[src/rtl/rate_div_pkg.sv]
package rate_div_pkg;
  parameter int unsigned CNT_W  = 16;
  parameter int unsigned RATE_W = 4;
  parameter int unsigned FLAG_W = 8;
  localparam int unsigned REMAP_LIMIT  = 2;
  localparam int unsigned REMAP_OFFSET = 7;
  localparam int unsigned ANY_BIT      = 7;
  localparam int unsigned PER_BIT      = 6;

  typedef struct packed {
    logic             run;
    logic             flagGate;
    logic             waveGate;
    logic [CNT_W-1:0] mask;
  } divCtrl_t;
endpackage

[src/rtl/rate_div_ctrl.sv]
module rate_div_ctrl
  import rate_div_pkg::*;
(
  input  logic [RATE_W-1:0] rateSel,
  input  logic              periodicEn,
  input  logic              squareEn,
  output divCtrl_t          ctrl
);
  localparam int unsigned SHIFT_W = $clog2(CNT_W) + 1;

  logic [RATE_W:0]  effCode;
  logic [SHIFT_W-1:0] shiftAmt;

  always_comb begin
    if (rateSel != '0 && rateSel <= RATE_W'(REMAP_LIMIT))
      effCode = {1'b0, rateSel} + (RATE_W+1)'(REMAP_OFFSET);
    else
      effCode = {1'b0, rateSel};
    shiftAmt = (effCode == '0) ? '0 : SHIFT_W'(effCode - 1'b1);
  end

  always_comb begin
    ctrl.run      = (rateSel != '0) && (periodicEn || squareEn);
    ctrl.flagGate = periodicEn;
    ctrl.waveGate = squareEn;
    ctrl.mask     = (CNT_W'(1) << shiftAmt) - CNT_W'(1);
  end
endmodule

[src/rtl/rate_div_datapath.sv]
module rate_div_datapath
  import rate_div_pkg::*;
(
  input  logic              clk,
  input  logic              rst,
  input  logic              tickEn,
  input  divCtrl_t          ctrl,
  output logic [FLAG_W-1:0] flagSet,
  output logic              squareOut
);
  logic [CNT_W-1:0] tickCount;
  logic [CNT_W-1:0] countNext;
  logic             onBoundary;
  logic             fire;
  logic             flagPulse;

  assign countNext  = tickCount + CNT_W'(1);
  assign onBoundary = (countNext & ctrl.mask) == '0;
  assign fire       = tickEn && ctrl.run && onBoundary;

  always_ff @(posedge clk) begin
    if (rst) begin
      tickCount <= '0;
      flagPulse <= 1'b0;
      squareOut <= 1'b0;
    end else begin
      if (tickEn) tickCount <= countNext;
      flagPulse <= fire && ctrl.flagGate;
      if (fire && ctrl.waveGate) squareOut <= ~squareOut;
    end
  end

  always_comb begin
    flagSet          = '0;
    flagSet[ANY_BIT] = flagPulse;
    flagSet[PER_BIT] = flagPulse;
  end
endmodule

[src/rtl/rate_divider_top.sv]
module rate_divider_top
  import rate_div_pkg::*;
(
  input  logic              clk,
  input  logic              rst,
  input  logic              tickEn,
  input  logic [RATE_W-1:0] rateSel,
  input  logic              periodicEn,
  input  logic              squareEn,
  output logic [FLAG_W-1:0] flagSet,
  output logic              squareOut
);
  divCtrl_t ctrl;

  rate_div_ctrl u_ctrl (
    .rateSel    (rateSel),
    .periodicEn (periodicEn),
    .squareEn   (squareEn),
    .ctrl       (ctrl)
  );

  rate_div_datapath u_dp (
    .clk       (clk),
    .rst       (rst),
    .tickEn    (tickEn),
    .ctrl      (ctrl),
    .flagSet   (flagSet),
    .squareOut (squareOut)
  );
endmodule

[config.mk]
export PLATFORM = sky130hd
export DESIGN_NAME = rate_divider_top
export DESIGN_NICKNAME = d
export VERILOG_FILES = /design/src/rtl/rate_div_pkg.sv /design/src/rtl/rate_div_ctrl.sv /design/src/rtl/rate_div_datapath.sv /design/src/rtl/rate_divider_top.sv
export SDC_FILE = /design/constraint.sdc
export NUM_CORES = 1
export LEC_CHECK = 0
export BUFFER_PORTS_ARGS = -buffer_cell sky130_fd_sc_hd__buf_4
export CAP_MARGIN = 20
export CORE_MARGIN = 8
export CORE_UTILIZATION = 44
export CTS_CLUSTER_SIZE = 8
export DETAILED_ROUTE_END_ITERATION = 8
export PLACE_DENSITY_LB_ADDON = 0.1
export SYNTH_ARGS = -nofsm -noshare
export SYNTH_HDL_FRONTEND = slang
export SYNTH_HIERARCHICAL = 1
export SYNTH_SLANG_ARGS = --single-unit
[constraint.sdc]
create_clock -name clk -period 5.38 [get_ports clk]
set_input_delay 1.076 -clock clk [delete_from_list [all_inputs] [get_ports clk]]
set_output_delay 1.076 -clock clk [all_outputs]
set_load 0.05 [all_outputs]
* After elaboration in Yosys (flattened, before gate mapping)
Index checks and enable logic that the tools add are counted.
** Word-level totals
- Flip-flop bits (word level) :: 18
- Output and inout bits :: 9
- Logic and storage cells :: 23
** Operators by class
- $add $sub $neg :: 4
- $lt $le $gt $ge :: 1
- Shifts and indexed selects :: 1
- Multiplexer cells :: 2
- Bitwise gates (word level) :: 2
- Reductions and logical operators :: 10
** Operator list (count)
- $add A16 B1 Y16 const B :: 1
- $and A16 B16 Y16 :: 1
- $logic_not A16 Y1 :: 1
- $shl A1 B5 Y16 const A :: 1
- $sub A16 B2 Y16 const B :: 1
- $mux W5 :: 2
- $logic_and A1 B1 Y1 :: 6
- $add A4 B3 Y5 const B :: 1
- $logic_not A5 Y1 :: 1
- $sub A5 B1 Y5 const B :: 1
- $le A4 B2 Y1 const B :: 1
- $reduce_bool A4 Y1 :: 1
- $logic_or A1 B1 Y1 :: 1
- $not A1 Y1 :: 1

* Depth between registers and ports, before layout
Gate-level depths: netlist of run 1.
- Word-level depth :: 11
- Mapped depth :: 21
- Mapped depth without buffers :: 19

* Modules after synthesis
The synthesis of run 1 kept the hierarchy.
** By module, submodules not included
- rate_div_datapath :: times used 1, cells an instance 148, area each 1219.9 µm², sequential area each 360.3 µm²
- rate_div_ctrl :: times used 1, cells an instance 129, area each 942.2 µm², sequential area each 0.0 µm²

* Worst setup path after synthesis of run 1
OpenSTA, ideal clock, no wires.
- Kind :: input-to-reg
- Start point :: input port rateSel[0]
- End point :: register u_dp.squareOut
- Library setup time :: 0.123 ns
- Data arrival time :: 4.984 ns
- Required time :: 5.257 ns
- Slack :: 0.273 ns
- Cell stages on the path :: 20
- Path through :: inv_1 > ha_1 > buf_6 > or3_4 > o21ai_4 > nand2_2 > ha_1 > clkbuf_1 > inv_1 > nor2_1 > o21ai_1 > ha_1 > inv_1 > o31a_1 > o32ai_1 > a22o_1 > a211oi_1 > nand4_1 > nor4b_2 > mux2_1
** RTL lines
- start, declared :: RTL line rate_divider_top.sv:7 : input logic [RATE_W-1:0] rateSel,
- end signal, assigned :: RTL line rate_div_datapath.sv:29 : if (fire && ctrl.waveGate) squareOut <= ~squareOut;
- end, declared :: RTL line rate_div_datapath.sv:9 : output logic squareOut

==> results of run 1 <==
## logic make-up after synthesis
| family | synth area share (%) |
|---|---|
| other cells | 0.173 |
| mux | 4.28 |
| flops | 16.7 |
| buf+inv | 9.72 |
| simple gates | 31.6 |
| xor+xnor | 13.8 |
| fa+ha+maj | 4.63 |
| compound gates | 19.2 |
## final cells by class
class	count	area [sq um]	area share, %
clock buffers	4	55.1	2.37
inverters	13	51.3	2.21
repair buffers	21	158	6.80
multi-input cells	227	1610	69.5
well taps	67	83.8	3.62
flip-flops and latches	18	360	15.5
## worst register-to-register path, stage by stage (launching register included)
cell and delay, ns:
dfxtp_1 0.46, ha_1 0.30, nand3_2 0.16, xnor2_1 0.17
a22o_1 0.25, a211oi_1 0.22, nand4_1 0.19, nor4b_2 0.32
mux2_1 0.34
## power breakdown
group          leakage (nW)  switching [mW]  internal, mW
logic                 0.734          0.0975        0.0611
registers             0.145         0.00313         0.135
clock network        0.0288          0.0482        0.0651
total                 0.909           0.149         0.262
## how the worst min path moves through the flow
stage / to / slack [ns] / cells after the start
3_5_place_dp: u_dp/tickCount[15] / 0.53 / 2
3_3_place_gp: u_dp/tickCount[15] / 0.52 / 2
6_report: u_dp/tickCount[15] / 0.55 / 2
4_1_cts: u_dp/tickCount[15] / 0.56 / 2
2_1_floorplan: u_dp/tickCount[15] / 0.50 / 2
5_1_grt: u_dp/squareOut / 0.59 / 2
## synthesized netlist by cell type (2+ instances only)
cell type  number  area, sq um
o31ai_1         2         15.0
nor3_1          6         30.0
nor2_1         35          131
and3_1          3         18.8
nand4_4         2         42.5
buf_6           3         33.8
nand3_1        15         75.1
or4_1           2         15.0
dfxtp_1        18          360
buf_4          12         90.1
inv_1          11         41.3
nand2b_1        3         18.8
xor2_1         20          175
nor4_1          3         18.8
o31a_1          2         17.5
o2111ai_1       2         17.5
o21ai_1         3         15.0
nand2_1        17         63.8
nand4_1        12         75.1
clkbuf_1        7         26.3
nand3_2         2         20.0
and2_1          2         12.5
xnor2_1        14          123
mux2_4          2         30.0
a31oi_1         2         12.5
o211ai_1        4         30.0
mux2_1          2         22.5
mux2i_1         4         40.0
a22o_1          2         17.5
a21oi_1        16         80.1
ha_1            8          100
o21ai_0         4         20.0
## registers in the layout, summed over array words and instances (netlist names)
name and flops:
u_dp/squareOut 1, u_dp/flagPulse 1, u_dp/tickCount 16
## per-stage QoR
step | setup slack, ns | hold WS, ns | util [%] | total power, mW
finish | 0.407 | 0.549 | 49.1 | 0.410
global route | 0.160 | 0.589 | 49.1 | 0.439
CTS | 0.427 | 0.555 | 49.1 | 0.412
detailed placement | 0.154 | 0.525 | 47.9 | 0.299
global placement | 0.188 | 0.522 | 47.9 | 0.300
floorplan | 0.273 | 0.500 | - | 0.265
## layer usage
| metal | track usage (%) | up-vias | share of wire (%) |
|---|---|---|---|
| met5 | 0 | - | 0 |
| met2 | 20.2 | 40 | 42 |
| met4 | 4.46 | 0 | 1.4 |
| met1 | 19.4 | 881 | 51 |
| met3 | 3.72 | 11 | 5.8 |
| li1 | - | 987 | - |
==> results.toml, run 1 <==
[placed_design]
dp.cells = 346
portBuffers = 11
placed_area_sq_um = 2260
place.gp.congestion = 0.854
place_hpwl_um = 3930

[timing]
setup-tns-final_ns = 0
rsz0062_at_grt = "no"
fin_worst_skew_ns = 0.00415
slew_violations = 0
hold_viol_final = 0
slew_headroom_pct = 61.4
fin_crit_sh_pct = 92.4
period_needed_ns = 4.97
max_freq_mhz = 201
tightest_slew_ns = 0.576
setup_viol = 0

[synth]
synth_seq_cells = 18
ys_types = 69
syn_avg_cell_area_sq_um = 7.81
ys.flop_type = "dfxtp_1"
async_flop_share_pct = 0
synth_area_sq_um = 2160
yosysSeqAreaShare_pct = 16.7
yosysWarnings = 6
synth-edff-count = 0
syn_inst = 277

[routing]
via_per_inst = 5.48
antenna_left = 0
drt-wirelength-per-cell_um = 14.4
first_pass_iters = 4
drt_wl_total_um = 5030
drt-initial-drc-count = 130
drc = 0
num_vias = 1919

[critical_path]
endpoint = "u_dp/squareOut"
cp_num_cells = 19
required_ns = 5.53
r2r-start = "u_dp/tickCount[0]"
r2r-end = "u_dp/squareOut"
r2r_cells = 8
worstPathCellList = "buf_4 > inv_1 > ha_1 > or3_4 > o22ai_4 > ha_1 > inv_1 > nand4_1 > a2111oi_1 > a31oi_1 > nand3_1 > xor2_1 > nand2_1 > a21oi_1 > a211o_1 > a211oi_1 > nand4_1 > nor4b_2 > mux2_1"
worstPathArrival_ns = 5.12
start_kind = "input pin"
worstSetupPathType = "input pin to register"
startpoint = "rateSel[0]"
path_delay_family = "compound AO/OA/AOI/OAI gates"
slowest_stage = "or3_4"
cp-end-kind = "register"
reg2reg_slack_ns = 2.88
crit_path_max_fanout = 7
crit_path_max_incr_delay_ns = 0.44
crit_buf_inv = 3

[grt]
antenna_found_initial = 0
overflow = 0
grt_first_pass_wirelength_um = 8470
grt_max_degree = 20
grt_usage_pct = 14.0
grt_pass1_vias = 1833

[hold_path]
hold_path.class = "register to register"
min_from = "u_dp/tickCount[15]"

[pwr]
p_per_area_nw_per_um2 = 177
ir_worst_vdd_v = 0.000116
p_leak_nw = 0.909

[die]
rows = 25
io_pins = 18
die_w_um = 86.1
core_sq_um = 4720
die_y_um = 86.1
initial_core_util_pct = 45.8
dieArea_sq_um = 7410

[clock_network]
cts_setup_buffers = 0
clk_pin_slew_worst_paths_ns = 0.07
cts.repair.resized = 0
cts_buffers = 3
clock-sinks = 18
htreeDepth = 1
cts_tree = "done"
hold_buffers = 0
cts-root-buf = "clkbuf_8"
clk_latency_ns = 0.26
clk_path_buf_depth = 2

[cells_and_area]
syn_to_final_growth_pct = 7.23
nNetsFinal = 301
final.fill_count = 490
layout_common_cells = "nor2_1, buf_4, xor2_1"
final_common_cell = "nor2_1"
antenna_cells = 0
final_layout_size_suffix_gt1_share_pct = 17.3
instances_no_fill = 350
fin_area_sq_um = 2320

[run]
maxCapViolCount = 0

[outcome]
outcome = "complete, no violations"
Power figures use the tool's default switching activity.
==> run 2, diff against run 1 <==
- CELL_PAD_IN_SITES_DETAIL_PLACEMENT: unset -> 1
- CELL_PAD_IN_SITES_GLOBAL_PLACEMENT: unset -> 2
- CORE_UTILIZATION: 44 -> 32
==> run 2 against run 1 <==
- utilization is 14 points lower
- clock skew is 0.0035 ns higher
- clock power decreased by 18%
- critical path depth rose by 1
- clock-buffer cell count decreased by 1
- via count increased by 4.3%
- sequential share of layout area shrank 0.26 points
- die area is 30% higher
- maximum frequency is 0.93% higher
- final cell count up 4.9%
- routed wire length grew 20%
- global-route usage is 1.3 points lower
- largest cell class unchanged
==> results.toml, run 2 (synthesized netlist as in run 1, its figures left out) <==
[critical_path]
endpoint = "u_dp/squareOut"
worstSetupPathType = "input pin to register"
r2r_cells = 8
crit_path_max_incr_delay_ns = 0.44
r2r-start = "u_dp/tickCount[0]"
worstPathCellList = "buf_4 > inv_1 > ha_1 > or3_4 > o21ai_4 > nand2_2 > ha_1 > inv_1 > nand4_1 > a2111oi_1 > a31oi_1 > nand3_1 > xor2_1 > nand2_1 > a21oi_1 > a211o_1 > a211oi_1 > nand4_1 > nor4b_2 > mux2_1"
slowest_stage = "or3_4"
crit_path_max_fanout = 7
startpoint = "rateSel[1]"
required_ns = 5.52
cp-end-kind = "register"
r2r-end = "u_dp/squareOut"
worstPathArrival_ns = 5.07
reg2reg_slack_ns = 2.82
start_kind = "input pin"

[timing]
fin_worst_skew_ns = 0.00765
slew_violations = 0
fin_crit_sh_pct = 91.6
setup_viol = 0
rsz0062_at_grt = "no"
setup-tns-final_ns = 0
slew_headroom_pct = 60.3
max_freq_mhz = 203
tightest_slew_ns = 0.592
period_needed_ns = 4.93
hold_viol_final = 0

[routing]
drt-wirelength-per-cell_um = 16.5
first_pass_iters = 4
num_vias = 2001
drt_wl_total_um = 6050
drt-initial-drc-count = 124
antenna_left = 0
drc = 0
via_per_inst = 5.45

[outcome]
outcome = "complete, no violations"

[cells_and_area]
antenna_cells = 0
final.fill_count = 830
reg_top3 = "u_dp/tickCount (16), u_dp/flagPulse (1), u_dp/squareOut (1)"
syn_to_final_growth_pct = 9.09
final_common_cell = "nor2_1"
nNetsFinal = 306
layout_common_cells = "nor2_1, buf_4, xor2_1"
top_register = "u_dp/tickCount"
largest_reg_flops = 16
final_layout_size_suffix_gt1_share_pct = 18.5

[clock_network]
htreeDepth = 1
cts_tree = "done"
clk_latency_ns = 0.25
cts_buffers = 3
cts_setup_buffers = 0
clk_pin_slew_worst_paths_ns = 0.07
cts.repair.resized = 0
hold_buffers = 0
clock-sinks = 18
cts-root-buf = "clkbuf_8"
clk_path_buf_depth = 2

[pwr]
ir_worst_vdd_v = 0.0000898
swShare_pct = 37.7
comb_power_share_pct = 42.3
pwr-share-seq_pct = 34.7
p_switching_uw = 151
power.internal_uw = 250
power_frac_clock_pct = 23.0
power.total_uw = 401
p_per_area_nw_per_um2 = 170
p_leak_nw = 0.926

[grt]
grt_usage_pct = 12.7
grt_max_degree = 20
grt_pass1_vias = 1992
antenna_found_initial = 0
grt_first_pass_wirelength_um = 10200
overflow = 0

[placed_design]
place_hpwl_um = 4900
portBuffers = 11
place.gp.congestion = 0.856

[die]
core_sq_um = 6680
rows = 30
initial_core_util_pct = 32.4
io_pins = 18
die_w_um = 98.2
die_y_um = 98.2
dieArea_sq_um = 9640

[hold_path]
hold_path.class = "register to register"
min_from = "u_dp/tickCount[15]"

[run]
maxCapViolCount = 0
## run 2: metal layers
| layer | vias up | wire length [um] | share of wire (%) | global-route usage [%] |
|---|---|---|---|---|
| met5 | - | 0 | 0 | 0 |
| met4 | 0 | 34 | 0.56 | 1.53 |
| met3 | 4 | 246 | 4.1 | 2.77 |
| met2 | 31 | 2730 | 45 | 20.2 |
| met1 | 964 | 3040 | 50 | 17.3 |
| li1 | 1002 | - | - | - |
## run 2: layout make-up
type	instances	area, sq um	area share [%]
clock buffers	3	41.3	1.75
flip-flops and latches	18	360	15.3
inverters	13	51.3	2.18
multi-input cells	227	1610	68.3
repair buffers	26	195	8.28
well taps	80	100	4.24
## run 2: worst max-delay path: cells and delay by family
kind / cells / cell delay (ns)
simple gates: 7 / 1.39
compound gates: 6 / 1.24
fa+ha+maj: 2 / 0.53
buf+inv: 3 / 0.39
mux: 1 / 0.34
xor+xnor: 1 / 0.09
## run 2: worst min-delay path by stage
stage	end	slack [ns]	depth (start not counted)
floorplan	u_dp/tickCount[15]	0.50	2
global placement	u_dp/tickCount[15]	0.53	2
detailed placement	u_dp/tickCount[15]	0.55	2
CTS	u_dp/tickCount[15]	0.57	2
global route	u_dp/tickCount[15]	0.59	2
finish	u_dp/tickCount[15]	0.56	2
## run 2: power groups by stage
stage | logic (mW) | clock network, mW | registers [mW]
CTS | 0.169 | 0.0969 | 0.139
global placement | 0.170 | 0 | 0.142
global route | 0.184 | 0.103 | 0.139
detailed placement | 0.169 | 0 | 0.142
floorplan | 0.123 | 0 | 0.142
finish | 0.170 | 0.0922 | 0.139
## run 2: through the flow
| step | utilization (%) | cells | instance area (sq um) | hold WS (ns) | setup slack, ns |
|---|---|---|---|---|---|
| final | 35.3 | 367 | 2360 | 0.557 | 0.453 |
| after global routing | 35.3 | 367 | 2360 | 0.594 | 0.182 |
| after CTS | 35.3 | 367 | 2360 | 0.565 | 0.453 |
| after detailed placement | 34.7 | 364 | 2320 | 0.547 | 0.187 |
| after global placement | 34.7 | 364 | 2320 | 0.529 | 0.237 |
| after floorplan | - | 282 | 2180 | 0.500 | 0.273 |
==> run 3, diff against run 2 <==
- CAP_MARGIN: 20 -> 15
- CORE_UTILIZATION: 32 -> 31
- SYNTH_HIERARCHICAL: 1 -> unset
==> run 3 against run 2 <==
- global-route usage about the same
- sequential share of layout area rose by 2.4 points
- clock skew fell by 0.0046 ns
- die area down 8.7%
- utilization fell by 0.73 points
- flip-flop and latch count stayed put
- critical endpoint is now u_dp.squareOut
==> results.toml, run 3 <==
[clock_network]
cts-root-buf = "clkbuf_8"
cts_setup_buffers = 0
cts_buffers = 3
hold_buffers = 0
cts.repair.resized = 0
clk_pin_slew_worst_paths_ns = 0.07
clk_path_buf_depth = 2
cts_tree = "done"
clk_latency_ns = 0.25
htreeDepth = 1
clock-sinks = 18

[synth]
synth_seq_cells = 18
ys.flop_type = "dfxtp_1"
synth_top_area_share_pct = 19.2
yosysWarnings = 0
ys_types = 51
synth_area_sq_um = 1880
netlist_top_cells_area = "dfxtp_1, xor2_1, xnor2_1"
syn_inst = 257
synthMostInstantiatedCell = "nor2_1"
synth_common_cells = "nor2_1, xor2_1, dfxtp_1"
synth_top_area_cell = "dfxtp_1"
syn_avg_cell_area_sq_um = 7.31
synth-edff-count = 0
yosysSeqAreaShare_pct = 19.2
async_flop_share_pct = 0

[grt]
antenna_found_initial = 0
grt_pass1_vias = 1744
grt_usage_pct = 12.6
grt_max_degree = 20
grt_first_pass_wirelength_um = 8960
overflow = 0

[cells_and_area]
top_register = "u_dp.tickCount"
final_layout_size_suffix_gt1_share_pct = 9.73
antenna_cells = 0
layout_common_cells = "nor2_1, xor2_1, dfxtp_1"
final_common_cell = "nor2_1"
post-route-util_pct = 34.6
nNetsFinal = 273
syn_to_final_growth_pct = 8.33
largest_reg_flops = 16
reg_top3 = "u_dp.tickCount (16), u_dp.flagPulse (1), u_dp.squareOut (1)"
instances_no_fill = 332

[routing]
num_vias = 1781
via_per_inst = 5.36
drt-initial-drc-count = 113
drt_wl_total_um = 5420
drc = 0
first_pass_iters = 4
drt-wirelength-per-cell_um = 16.3
antenna_left = 0

[critical_path]
crit_path_max_fanout = 9
required_ns = 5.53
r2r_cells = 11
worstSetupPathType = "input pin to register"
cp-end-kind = "register"
start_kind = "input pin"
worstPathArrival_ns = 5.14
r2r-start = "u_dp.tickCount[0]"
startpoint = "rateSel[0]"

[placed_design]
place_hpwl_um = 4370
dp.cells = 328
place.gp.congestion = 0.823
portBuffers = 11

[timing]
hold_viol_final = 0
fin_crit_sh_pct = 92.8
slew_headroom_pct = 53.1
setup_viol = 0
rsz0062_at_grt = "no"
max_freq_mhz = 200
tightest_slew_ns = 0.695
fin_worst_skew_ns = 0.00300
setup-tns-final_ns = 0
slew_violations = 0
period_needed_ns = 4.99

[die]
die_w_um = 93.8
core_sq_um = 5890
rows = 28
initial_core_util_pct = 31.9
io_pins = 18
die_y_um = 93.8
dieArea_sq_um = 8810

[pwr]
power_frac_clock_pct = 29.0
p_leak_nw = 0.759
swShare_pct = 35.4
ir_worst_vdd_v = 0.0000994
p_per_area_nw_per_um2 = 191
comb_power_share_pct = 35.4
power.internal_uw = 251
p_switching_uw = 137
pwr-share-seq_pct = 35.6

[hold_path]
min_from = "u_dp.tickCount[11]"
hold-path-cell-count = 2
hold_path.class = "register to register"

[outcome]
outcome = "complete, no violations"

[run]
maxCapViolCount = 0
[run 3: cell count changes after synthesis, moves of 3 or more]
cell      previous run  this run
xnor2_1             14        17
buf_1                1         4
or3_1                1         4
buf_6                3         0
nand3_1             15        11
o21ai_0              4        16
nand2_1             17        13
nand4_1             12         7
buf_4               12         8
a21oi_1             16        11
o211ai_1             4         1
[run 3: final timing paths]
| check | slack [ns] | to |
|---|---|---|
| worst max-delay path | 0.39 | u_dp.squareOut |
| worst min-delay path | 0.55 | u_dp.tickCount[11] |
| worst max register to register | 2.27 | u_dp.squareOut |
| worst min register to register | 0.55 | u_dp.tickCount[11] |
[run 3: kinds of logic (layout without fill, tap and decap cells)]
logic type / Yosys count / in the layout / synth area share [%]
fa+ha+maj: 6 / 6 / 4.00
other cells: 1 / 6 / 0.200
xor+xnor: 36 / 36 / 16.8
compound gates: 57 / 57 / 21.1
buf+inv: 35 / 30 / 8.86
flops: 18 / 18 / 19.2
simple gates: 98 / 98 / 26.6
mux: 6 / 6 / 3.26
[run 3: worst max-delay path, stage by stage]
cell	delay (ns)
buf_4	0.13
inv_1	0.08
ha_1	0.21
or3_1	0.43
o21a_1	0.27
nor2_1	0.32
ha_1	0.33
o211ai_1	0.18
o311ai_0	0.22
nor2_1	0.22
a211o_1	0.39
a211o_1	0.32
mux2i_1	0.18
o2111ai_1	0.19
nor4_2	0.25
mux2_1	0.34
[run 3: power by group through the flow]
stage | combinational, mW | sequential [mW] | clock, mW
2_1_floorplan | 0.103 | 0.142 | 0
3_3_place_gp | 0.139 | 0.141 | 0
3_5_place_dp | 0.136 | 0.141 | 0
4_1_cts | 0.136 | 0.138 | 0.122
5_1_grt | 0.150 | 0.139 | 0.123
6_report | 0.137 | 0.138 | 0.112
[run 3: routing by layer]
| layer | vias up | wire length [um] | track usage, % |
|---|---|---|---|
| met5 | - | 0 | 0 |
| met4 | 0 | 51 | 2.11 |
| met3 | 6 | 172 | 2.32 |
| met2 | 24 | 2370 | 19.3 |
| met1 | 849 | 2830 | 18.0 |
| li1 | 902 | - | - |
[run 3: final cells by class]
type                            count  area [sq um]
Timing Repair Buffer               15           113
Clock buffer                        4          55.1
Multi-Input combinational cell    209          1370
Inverter                           11          42.5
Sequential cell                    18           360
Fill cell                         741          3850
Tap cell                           75          93.8
[run 3: through the flow]
step,worst slack (ns),power (mW),instance area [sq um],hold WS [ns]
after floorplan,0.438,0.244,1900,0.492
after detailed placement,0.157,0.277,1980,0.539
after CTS,0.447,0.396,2030,0.551
final,0.388,0.388,2030,0.547
after global routing,0.0696,0.412,2030,0.572
after global placement,0.148,0.280,1980,0.521
